--- src/rtl/uart_flag_pkg.sv ---
package uart_flag_pkg;
  localparam int DATA_W = 8;
  // register addresses
  localparam int REG_MODE = 0;
  localparam int REG_CTRL = 1;
  localparam int REG_RATE = 2;
  localparam int REG_TXD  = 3;
  localparam int REG_STAT = 4;
  localparam int REG_RXD  = 5;
  // status bit positions
  localparam int ST_TXE   = 7;
  localparam int ST_RXF   = 6;
  localparam int ST_OVR   = 5;
  localparam int ST_TXEND = 2;
  // control bit positions
  localparam int CT_TE = 5;
  localparam int CT_RE = 4;
  // mode bit positions
  localparam int MD_CHR7  = 6;
  localparam int MD_PE    = 5;
  localparam int MD_ODD   = 4;
  localparam int MD_STOP2 = 3;
  // divisor base shift: multiply by 32
  localparam int BASE_SHIFT = 5;
endpackage

--- src/rtl/uart_rate_calc.sv ---
module uart_rate_calc #(
  parameter int RATE_W = 8,
  parameter int SEL_W  = 2,
  parameter int DIV_W  = 19
) (
  input  logic              clk,
  input  logic              rst,
  input  logic [RATE_W-1:0] rate,
  input  logic [SEL_W-1:0]  sel,
  output logic [DIV_W-1:0]  div
);
  import uart_flag_pkg::*;

  logic [DIV_W-1:0] div_q;

  always_ff @(posedge clk) begin
    if (rst) div_q <= '0;
    else     div_q <= DIV_W'(rate) << (BASE_SHIFT + 2 * int'(sel));
  end

  assign div = div_q;
endmodule

--- src/rtl/uart_flag_status.sv ---
module uart_flag_status #(
  parameter int DATA_W = 8
) (
  input  logic              clk,
  input  logic              rst,
  input  logic              te,
  input  logic              re,
  input  logic              st_wr,
  input  logic              st_rd,
  input  logic              td_wr,
  input  logic              rd_rx,
  input  logic [2:0]        wflags,
  input  logic              wbit0,
  input  logic              rx_stb,
  input  logic [DATA_W-1:0] rx_byte,
  input  logic [DATA_W-1:0] txd,
  output logic [7:0]        status,
  output logic [2:0]        seen,
  output logic [DATA_W-1:0] rdr,
  output logic              tx_stb,
  output logic [DATA_W-1:0] tx_byte
);
  // flag vector order: {tx_empty, rx_full, overrun}
  logic [2:0]        flg_q, flg_n;
  logic [2:0]        seen_q, seen_n;
  logic              txend_q, txend_n;
  logic              b0_q, b0_n;
  logic [DATA_W-1:0] rdr_q, rdr_n;
  logic              send;
  logic              tx_stb_q;
  logic [DATA_W-1:0] tx_byte_q;

  always_comb begin
    flg_n   = flg_q;
    seen_n  = seen_q;
    txend_n = txend_q;
    b0_n    = b0_q;
    rdr_n   = rdr_q;
    send    = 1'b0;
    if (st_wr) begin
      flg_n  = flg_q & (~seen_q | wflags);
      seen_n = seen_q & wflags;
      b0_n   = wbit0;
    end
    if (st_rd) seen_n = seen_n | flg_q;
    if (td_wr) txend_n = 1'b0;
    if (rd_rx) flg_n[1] = 1'b0;
    if (rx_stb && re) begin
      if (flg_n[1]) flg_n[0] = 1'b1;
      else begin
        rdr_n    = rx_byte;
        flg_n[1] = 1'b1;
      end
    end
    if (!flg_q[2] && te) begin
      send     = 1'b1;
      flg_n[2] = 1'b1;
      txend_n  = 1'b1;
    end
    if (!te) begin
      flg_n[2] = 1'b1;
      txend_n  = 1'b1;
    end
    if (!flg_n[2]) txend_n = 1'b0;
    seen_n = seen_n & flg_n;
  end

  always_ff @(posedge clk) begin
    if (rst) begin
      flg_q     <= 3'b100;
      seen_q    <= '0;
      txend_q   <= 1'b1;
      b0_q      <= 1'b0;
      rdr_q     <= '0;
      tx_stb_q  <= 1'b0;
      tx_byte_q <= '0;
    end else begin
      flg_q    <= flg_n;
      seen_q   <= seen_n;
      txend_q  <= txend_n;
      b0_q     <= b0_n;
      rdr_q    <= rdr_n;
      tx_stb_q <= send;
      if (send) tx_byte_q <= txd;
    end
  end

  assign status  = {flg_q, 2'b00, txend_q, 1'b0, b0_q};
  assign seen    = seen_q;
  assign rdr     = rdr_q;
  assign tx_stb  = tx_stb_q;
  assign tx_byte = tx_byte_q;
endmodule

--- src/rtl/uart_flag_core.sv ---
module uart_flag_core #(
  parameter int ADDR_W = 3,
  parameter int RATE_W = 8,
  parameter int SEL_W  = 2,
  localparam int DIV_W = RATE_W + 5 + 2 * ((1 << SEL_W) - 1)
) (
  input  logic              clk,
  input  logic              rst,
  input  logic [ADDR_W-1:0] bus_addr,
  input  logic              bus_wr,
  input  logic              bus_rd,
  input  logic [7:0]        bus_wdata,
  output logic [7:0]        bus_rdata,
  input  logic              rx_stb,
  input  logic [7:0]        rx_byte,
  output logic              tx_stb,
  output logic [7:0]        tx_byte,
  output logic [DIV_W-1:0]  rate_div,
  output logic              frame_7bit,
  output logic              frame_par_en,
  output logic              frame_par_odd,
  output logic              frame_stop2
);
  import uart_flag_pkg::*;

  logic [7:0]        mode_q, ctrl_q, txd_q, rdata_q;
  logic [RATE_W-1:0] rate_q;
  logic [7:0]        status_byte, rdr;
  logic [2:0]        seen_bits;
  logic              st_wr, st_rd, td_wr, rd_rx;
  int                a;

  assign a     = int'(bus_addr);
  assign st_wr = bus_wr && a == REG_STAT;
  assign st_rd = bus_rd && a == REG_STAT;
  assign td_wr = bus_wr && a == REG_TXD;
  assign rd_rx = bus_rd && a == REG_RXD;

  always_ff @(posedge clk) begin
    if (rst) begin
      mode_q <= '0;
      ctrl_q <= '0;
      rate_q <= '0;
      txd_q  <= '0;
    end else if (bus_wr) begin
      if (a == REG_MODE) mode_q <= bus_wdata;
      if (a == REG_CTRL) ctrl_q <= bus_wdata;
      if (a == REG_RATE) rate_q <= bus_wdata[RATE_W-1:0];
      if (a == REG_TXD)  txd_q  <= bus_wdata;
    end
  end

  always_ff @(posedge clk) begin
    if (rst) rdata_q <= '0;
    else if (bus_rd) begin
      case (a)
        REG_MODE: rdata_q <= mode_q;
        REG_CTRL: rdata_q <= ctrl_q;
        REG_RATE: rdata_q <= 8'(rate_q);
        REG_TXD:  rdata_q <= txd_q;
        REG_STAT: rdata_q <= status_byte;
        REG_RXD:  rdata_q <= rdr;
        default:  rdata_q <= '0;
      endcase
    end
  end

  uart_flag_status #(.DATA_W(DATA_W)) u_status (
    .clk(clk), .rst(rst),
    .te(ctrl_q[CT_TE]), .re(ctrl_q[CT_RE]),
    .st_wr(st_wr), .st_rd(st_rd), .td_wr(td_wr), .rd_rx(rd_rx),
    .wflags(bus_wdata[7:5]), .wbit0(bus_wdata[0]),
    .rx_stb(rx_stb), .rx_byte(rx_byte), .txd(txd_q),
    .status(status_byte), .seen(seen_bits), .rdr(rdr),
    .tx_stb(tx_stb), .tx_byte(tx_byte)
  );

  uart_rate_calc #(.RATE_W(RATE_W), .SEL_W(SEL_W), .DIV_W(DIV_W)) u_rate (
    .clk(clk), .rst(rst),
    .rate(rate_q), .sel(mode_q[SEL_W-1:0]), .div(rate_div)
  );

  assign bus_rdata     = rdata_q;
  assign frame_7bit    = mode_q[MD_CHR7];
  assign frame_par_en  = mode_q[MD_PE];
  assign frame_par_odd = mode_q[MD_ODD];
  assign frame_stop2   = mode_q[MD_STOP2];
endmodule

--- config.mk ---
export PLATFORM = sky130hd
export DESIGN_NAME = uart_flag_core
export DESIGN_NICKNAME = d
export VERILOG_FILES = /design/src/rtl/uart_flag_pkg.sv /design/src/rtl/uart_rate_calc.sv /design/src/rtl/uart_flag_status.sv /design/src/rtl/uart_flag_core.sv
export SDC_FILE = /design/constraint.sdc
export NUM_CORES = 1
export LEC_CHECK = 0
export BUFFER_PORTS_ARGS = -buffer_cell sky130_fd_sc_hd__buf_2
export CORE_ASPECT_RATIO = 1.75
export CORE_MARGIN = 2
export CORE_UTILIZATION = 55
export CTS_CLUSTER_SIZE = 8
export DETAILED_ROUTE_END_ITERATION = 8
export MAX_ROUTING_LAYER = met4
export PLACE_DENSITY = 0.79
export SYNTH_ARGS = -nofsm -noshare
export SYNTH_HDL_FRONTEND = slang
export SYNTH_SLANG_ARGS = --single-unit
--- constraint.sdc ---
create_clock -name clk -period 3 [get_ports clk]
set_input_delay 0.6 -clock clk [delete_from_list [all_inputs] [get_ports clk]]
set_output_delay 0.6 -clock clk [all_outputs]
set_load 0.1 [all_outputs]
### Word level (Yosys, flattened, before mapping)

Cells that the tools add are included.

| storage, ports and cells | value |
|---|---|
| bits of input ports | 24 |
| register bits after elaboration | 84 |
| output and inout bits | 40 |

| operators by class | value |
|---|---|
| reduce and logical (&&, ||, !) cells | 14 |
| bitwise gates (word level) | 7 |
| equality and inequality tests | 11 |
| shift-type cells | 1 |
| add/subtract/negate cells | 1 |
| multiplexer cells | 14 |

Operator list:

| cell | count |
|---|---|
| 32-bit logical NOT | 2 |
| 8-bit case mux with 6 select lines | 1 |
| 8-bit by 32-bit << shifter with 19-bit output | 1 |
| 3-bit equality test, second input constant | 6 |
| 2-bit AND reduction | 5 |
| 3-bit bitwise AND | 3 |
| 3-bit by 2-bit equality test with 1-bit output, second input constant | 3 |
| 1-bit 2-to-1 mux | 9 |
| 3-bit 2-to-1 mux | 3 |
| 1-bit logical AND | 6 |
| 3-bit bitwise OR | 2 |
| 3-bit by 3-bit adder with 4-bit output, first input constant | 1 |
| 4-bit != test, second input constant | 1 |
| 3-bit by 1-bit equality test with 1-bit output, second input constant | 1 |
| 3-bit inverter | 1 |
| 2-bit 2-to-1 mux | 1 |
| 1-bit logical NOT | 1 |
| 1-bit inverter | 1 |

### Depth between registers and ports, before layout

Gate-level depths: netlist of run 1.

| logic depth | value |
|---|---|
| depth in word-level cells | 8 |
| gate-level depth with buffers | 6 |
| mapped depth without buffers | 4 |

### Modules after synthesis

Synthesis of run 1 repeated with hierarchy kept, for this count alone.

| unflattened totals | value |
|---|---|
| cell total of the unflattened synthesis | 422 |
| area total of the unflattened synthesis | 3643.5 µm² |

Modules (own cells, without submodules):

| module | times used | cells an instance | area an instance (µm²) | seq. area each (µm²) |
|---|---|---|---|---|
| uart_flag_core | 1 | 233 | 1860.5 | 800.8 |
| uart_flag_status | 1 | 137 | 1163.6 | 500.5 |
| uart_rate_calc | 1 | 52 | 619.3 | 360.3 |

### Worst setup path after synthesis of run 1

Ideal clock, no wire load.

| path | value |
|---|---|
| path kind | input -> register |
| start point | input port bus_addr[0] |
| end point | register rdata_q[3], in the netlist bus_rdata[3] |
| path slack | 1.214 ns |
| data required time | 2.868 ns |
| arrival time | 1.654 ns |
| cell stages on the path | 6 |
| path buffers | 2 |
| setup time | 0.132 ns |
| path through | buf_6 buf_2 mux2_2 a32o_1 o21ai_0 a21oi_1 |

| between the ends | value |
|---|---|
| longest elaborated chain between the ends | 2 |
| elaborated cells on any way between the ends | 7 |
| those cells by class | eq/ne (5); mux (1); reduce/logical (1) |

RTL lines:

| what | line | source |
|---|---|---|
| from (decl) | uart_flag_core.sv:9 | `input logic [ADDR_W-1:0] bus_addr,` |
| 32-bit logical NOT (tied with other cells) | uart_flag_core.sv:56 | `case (a)` |
| 8-bit case mux with 6 select lines * | uart_flag_core.sv:56 |  |
| to (signal assigned) | uart_flag_core.sv:57 | `REG_MODE: rdata_q <= mode_q;` |
| to (signal assigned) | uart_flag_core.sv:58 | `REG_CTRL: rdata_q <= ctrl_q;` |
| to (signal assigned) | uart_flag_core.sv:59 | `REG_RATE: rdata_q <= 8'(rate_q);` |
| to (decl) | uart_flag_core.sv:26 | `logic [7:0] mode_q, ctrl_q, txd_q, rdata_q;` |

Mark *: on every way between the ends. The rest lies on a longest branch, timed or not.
A chain may end at the register's enable or synchronous reset.

### Worst setup path in the final report of run 1

| path | value |
|---|---|
| start point | input port bus_addr[0] |
| end point | register u_status.rdr_q[3], in the netlist u_status.rdr[3] |

| between the ends | value |
|---|---|
| longest elaborated chain between the ends | 6 |
| elaborated cells on any way between the ends | 8 |
| those cells by class | eq/ne (2); mux (2); bitwise (1); reduce/logical (3) |

RTL lines:

| what | line | source |
|---|---|---|
| 3-bit equality test | uart_flag_core.sv:34 | `assign st_wr = bus_wr && a == REG_STAT;` |
| 1-bit logical AND | uart_flag_core.sv:34 |  |
| 3-bit 2-to-1 mux | uart_flag_status.sv:40 | `if (st_wr) begin` |
| 1-bit 2-to-1 mux * | uart_flag_status.sv:47 | `if (rd_rx) flg_n[1] = 1'b0;` |
| 1-bit inverter (no line) * | n/a |  |
| 2-bit AND reduction (no line) * | n/a |  |
| to (signal assigned) | uart_flag_status.sv:82 | `rdr_q <= rdr_n;` |
| to (decl) | uart_flag_status.sv:28 | `logic [DATA_W-1:0] rdr_q, rdr_n;` |

Marks and branches as above.

==> impl_metrics.tcl, run 1 <==
set metrics [dict create \
    drtPass1Iterations 4 \
    fin_crit_ns 1.95 \
    cts_sinks 83 \
    die_y_um 108 \
    final_cell_mix "nand2_1, dfxtp_1, buf_2, a21oi_1, nor2_1" \
    worstReg2RegEnd "bus_rdata[0]" \
    overflow 0 \
    cap_violations 0 \
    wirelength_um 8200 \
    coreArea_um2 6090 \
    synth-main-ff-cell "dfxtp_1" \
    place_hpwl_um 5880 \
    fmax_mhz 514 \
    status "completed" \
    drc_errors 0 \
    htreeDepth 3 \
    startpoint_type "input pin" \
    worstSkewPairLatency_ns 0.36 \
    cts_root_buffer "clkbuf_8" \
    r2r_start "mode_q[0]" \
    synth_largest_area_cell "dfxtp_1" \
    powerDensity_nw_per_um2 557 \
    grt_pass1_wl_um 13000 \
    finalCritPeriodShare 0.648 \
    required_ns 3.29 \
    placementRows 38 \
    synth-seq-cells 83 \
    power.leakage_nw 1.50 \
    viasPerCell 5.57 \
    relSlewSlack 0.569 \
    io_pins 64 \
    hold_viol 0 \
    antenna_left 0 \
    finClkSkew_ns 0.00691 \
    postCtsSetupBuffers 0 \
    die_w_um 63.5 \
    initial_utilization 0.560 \
    io_buffers 62 \
    dieArea_um2 6860 \
    grt_pass1_vias 2661 \
    fillers 566 \
    rsz0062_at_grt "false" \
    yosysUniqueCellTypes 38 \
    final_common_cell "nand2_1" \
    r2r_cells 3 \
    wire_per_inst_um 15.7 \
    numCtsBuffers 9 \
    cp_data_arrival_time_ns 2.23 \
    cp-endpoint "u_status.rdr[3]" \
    yosys-top-cells-area "dfxtp_1, nand2_1, a21oi_1" \
    finalMaxSlewViolations 0 \
    areaGrowthSynthToFinish_pct 15.4 \
    synth_top_area_frac 0.488 \
    dpl.cell_count 507 \
    fin_nets 462 \
    fin_cells 523 \
    yosys_warnings 0 \
    postCtsHoldBufs 0 \
    yosysSeqAreaShare 0.488 \
    ys_async_sr_fraction 0 \
    fin_ws_ns 1.05 \
    grt_usage 0.258 \
    vias 2912 \
    grt_max_degree 62 \
    netlist_instances 386 \
    hold_path_class "reg2reg" \
    drt_iter0_drc 186 \
    syn_area_per_cell_um2 8.82 \
    crit_type "in2reg" \
    syn-cell-area_um2 3410 \
    drive_above_1_share 0.228 \
    final_area_um2 3930 \
    clkTransAtPathRegs_ns 0.08 \
    cp_cell_sequence "buf_2 -> nand4bb_4 -> o311ai_4 -> and2b_1 -> mux2i_1" \
    crit_path_max_incr_delay_ns 0.44 \
    critPathSlowestCell "and2b_1" \
    hold_slack_ns 0.453 \
    end_kind "register" \
    ir_worst_vdd_mv 0.461 \
    place_area_um2 3720 \
    clockBufferDepth 2 \
    cp_max_fo 28 \
    finalSetupViolCount 0 \
    cp-startpoint "bus_addr[0]" \
    cts_resized 0 \
    num_antenna_cells 0 \
    worst_slew_pin_slew_ns 0.646 \
    synth_edf_count 0 \
    r2r_slack_ns 1.48 \
    cts_tree "done" \
    dp_slack_ns 0.681 \
    fin_setup_tns_ns 0 \
    grt_antenna_before_repair 0 \
    gp_congestion 0.897 \
]
## report_power, final
| part | internal, W | switching (W) | total [W] |
|---|---|---|---|
| registers | 0.00112 | 0.0000162 | 0.00114 |
| clock network | 0.000450 | 0.000391 | 0.000841 |
| logic | 0.0000520 | 0.000159 | 0.000211 |
| total | 0.00162 | 0.000567 | 0.00219 |
## flip-flops by register name, summed over array words and instances (netlist names)
register,cells
u_rate.div,18
bus_rdata,8
ctrl_q,8
mode_q,8
rate_q,8
txd_q,8
u_status.rdr,8
u_status.tx_byte,8
u_status.flg_q,3
u_status.seen,3
u_status.b0_q,1
u_status.tx_stb,1
u_status.txend_q,1
## synth_stat cells (all sizes together) (2+ instances only)
cell and number:
nand2 105, dfxtp 83, a21oi 47, nor2 19
clkbuf 17, mux2i 15, buf 11, mux2 10
nand2b 9, a211oi 6, a21boi 6, nand3b 6
nor3 6, o21ai 6, mux4 5, nand3 5
a22oi 4, inv 4, a32o 3, and3 3
nor2b 2, o311ai 2, or3 2
## final cells by class
class                   instances  area, um^2  area share
clock buffers                  12         165      0.0420
inverters                       4        15.0     0.00382
repair buffers                 65         333      0.0847
clock inverters                 4        47.5      0.0121
well taps                      80         100      0.0255
flip-flops and latches         83        1660       0.423
multi-input cells             275        1610       0.409
## worst max-delay path: cells and delay by family
kind            cells  cell delay [ns]
compound gates      1             0.29
buf+inv             1             0.28
mux                 1             0.24
simple gates        2             0.82
## worst min-delay path by stage
stage	start	cells past startpoint	slack [ns]	to
final	u_status.tx_byte[2]	2	0.45	u_status.tx_byte[2]
after global routing	u_status.rdr[6]	2	0.48	u_status.rdr[6]
after CTS	u_status.tx_byte[2]	2	0.46	u_status.tx_byte[2]
after detailed placement	u_status.tx_byte[2]	2	0.45	u_status.tx_byte[2]
after global placement	u_status.tx_byte[7]	2	0.44	u_status.tx_byte[7]
after floorplan	u_status.rdr[0]	2	0.43	u_status.rdr[0]
## stage by stage
stage / utilization / power, W
2_1_floorplan: - / 0.00132
3_3_place_gp: 0.611 / 0.00137
3_5_place_dp: 0.611 / 0.00137
4_1_cts: 0.646 / 0.00219
5_1_grt: 0.646 / 0.00226
6_report: 0.646 / 0.00219
## layer usage
metal	up-vias	wire length [um]	GRT usage	part of all wire
met5	-	0	-	0
met4	0	553	0.179	0.067
met3	42	521	0.0593	0.064
met2	122	4070	0.427	0.50
li1	1405	-	-	-
met1	1343	3050	0.270	0.37
## cells by family after synthesis
group           count (synthesis)  synth area share
simple gates                  163             0.216
flops                          83             0.488
compound gates                 77             0.140
buf+inv                        32            0.0444
mux                            30             0.111
other cells                     1           0.00110
(Power assumes the default switching activity.)
==> run 2: changes to the inputs <==
clock period = 1.8 ns   (was 3 ns; I/O delays follow)
==> impl_metrics.tcl, run 2 (same netlist as run 1, synthesis figures left out) <==
set metrics [dict create \
    status "completed" \
    relSlewSlack 0.653 \
    rsz0062_at_grt "false" \
    ir_worst_vdd_mv 0.667 \
    finClkSkew_ns 0.00666 \
    end_kind "output pin" \
    areaGrowthSynthToFinish_pct 18.7 \
    dp_slack_ns 0.0299 \
    crit_buf_inv 1 \
    cp-endpoint "frame_par_odd" \
    grt_antenna_before_repair 0 \
    finalCritPeriodShare 0.855 \
    fin_setup_tns_ns 0 \
    hold_path_class "in2reg" \
    required_ns 1.44 \
    grt_pass1_vias 2806 \
    finalSetupViolCount 0 \
    drc_errors 0 \
    clockBufferDepth 2 \
    io_pins 64 \
    startpoint_type "register" \
    vias 2961 \
    drive_above_1_share 0.245 \
    hp-start "rx_byte[6]" \
    initial_utilization 0.560 \
    cp_cell_sequence "buf_2" \
    cap_violations 0 \
    place_hpwl_um 6290 \
    final_cell_mix "nand2_1, dfxtp_1, buf_2, a21oi_1, nor2_1" \
    cp_max_fo 3 \
    final_common_cell "nand2_1" \
    hold_viol 0 \
    grt_pass1_wl_um 13300 \
    largest_reg_flops 18 \
    drtPass1Iterations 4 \
    fin_crit_ns 1.54 \
    drt_iter0_drc 138 \
    r2r_slack_ns 0.37 \
    final_area_um2 4040 \
    die_y_um 108 \
    worstReg2RegEnd "bus_rdata[0]" \
    coreArea_um2 6090 \
    cts_sinks 83 \
    postCtsHoldBufs 0 \
    finalMaxSlewViolations 0 \
    grt_max_degree 58 \
    fmax_mhz 650 \
    critPathTopFamily "buffers and inverters" \
    cp-startpoint "mode_q[4]" \
    dieArea_um2 6860 \
    place_area_um2 3820 \
    num_antenna_cells 0 \
    cts_resized 0 \
    clkTransAtPathRegs_ns 0.07 \
    cp_data_arrival_time_ns 1.18 \
    crit_path_max_incr_delay_ns 0.45 \
    worstSkewPairLatency_ns 0.35 \
    numCtsBuffers 9 \
    htreeDepth 3 \
    powerDensity_nw_per_um2 922 \
    grt_usage 0.267 \
    die_w_um 63.5 \
    r2r_start "mode_q[0]" \
    cts_root_buffer "clkbuf_8" \
    cts_tree "done" \
    antenna_left 0 \
    viasPerCell 5.56 \
    gp_congestion 0.966 \
    worstSetupPathDepth 1 \
    crit_type "reg2out" \
    fin_nets 472 \
    postCtsSetupBuffers 0 \
    power.leakage_nw 1.57 \
    wire_per_inst_um 15.5 \
    io_buffers 62 \
    critPathSlowestCell "buf_2" \
    worst_slew_pin_slew_ns 0.519 \
    wirelength_um 8240 \
    r2r_cells 3 \
    placementRows 38 \
    fin_ws_ns 0.260 \
    overflow 0 \
]
-- run 2: changes by cell type in the layout (fill, tap and decap cells not counted), sizes merged --
cell,previous run,this run
buf,65,75
bufinv,1,2
clkbuf,12,10
clkinv,2,3
clkinvlp,1,0
inv,4,5
-- run 2: power by group --
part	internal [W]	total, W	switching, W	leakage (nW)
logic	0.000101	0.000367	0.000266	0.778
clock network	0.000821	0.00147	0.000648	0.117
registers	0.00187	0.00189	0.0000255	0.673
total	0.00279	0.00373	0.000939	1.57
-- run 2: worst min-delay path by stage --
stage	endpoint	depth (start not counted)
after floorplan	u_status.rdr[0]	2
after global placement	u_status.tx_byte[4]	2
after detailed placement	u_status.tx_byte[1]	2
after CTS	u_status.rdr[6]	3
after global routing	u_status.rdr[1]	3
final	u_status.rdr[6]	3
-- run 2: area by class of cell --
| class | count | area [um^2] |
|---|---|---|
| repair buffers | 75 | 433 |
| inverters | 4 | 15.0 |
| multi-input cells | 275 | 1610 |
| clock inverters | 6 | 87.6 |
| clock buffers | 10 | 138 |
| well taps | 80 | 100 |
| flip-flops and latches | 83 | 1660 |
| fillers | 543 | 2040 |
-- run 2: metal layers --
layer  track usage  vias up  share of wire
li1              -     1440              -
met1         0.265     1386           0.35
met2         0.453      106           0.53
met3        0.0593       29          0.058
met4         0.200        0          0.060
met5             -        -              0
-- run 2: metrics by stage --
stage	hold WS, ns	power [W]	instances	utilization
floorplan	0.430	0.00220	390	-
finish	0.253	0.00373	533	0.664
global placement	0.441	0.00230	517	0.627
detailed placement	0.444	0.00230	517	0.627
global route	0.253	0.00385	533	0.664
CTS	0.234	0.00376	533	0.664
-- run 2: worst min-delay path: stages --
cell and delay, ns:
buf_2 0.09, nand2_1 0.04, mux2i_1 0.06
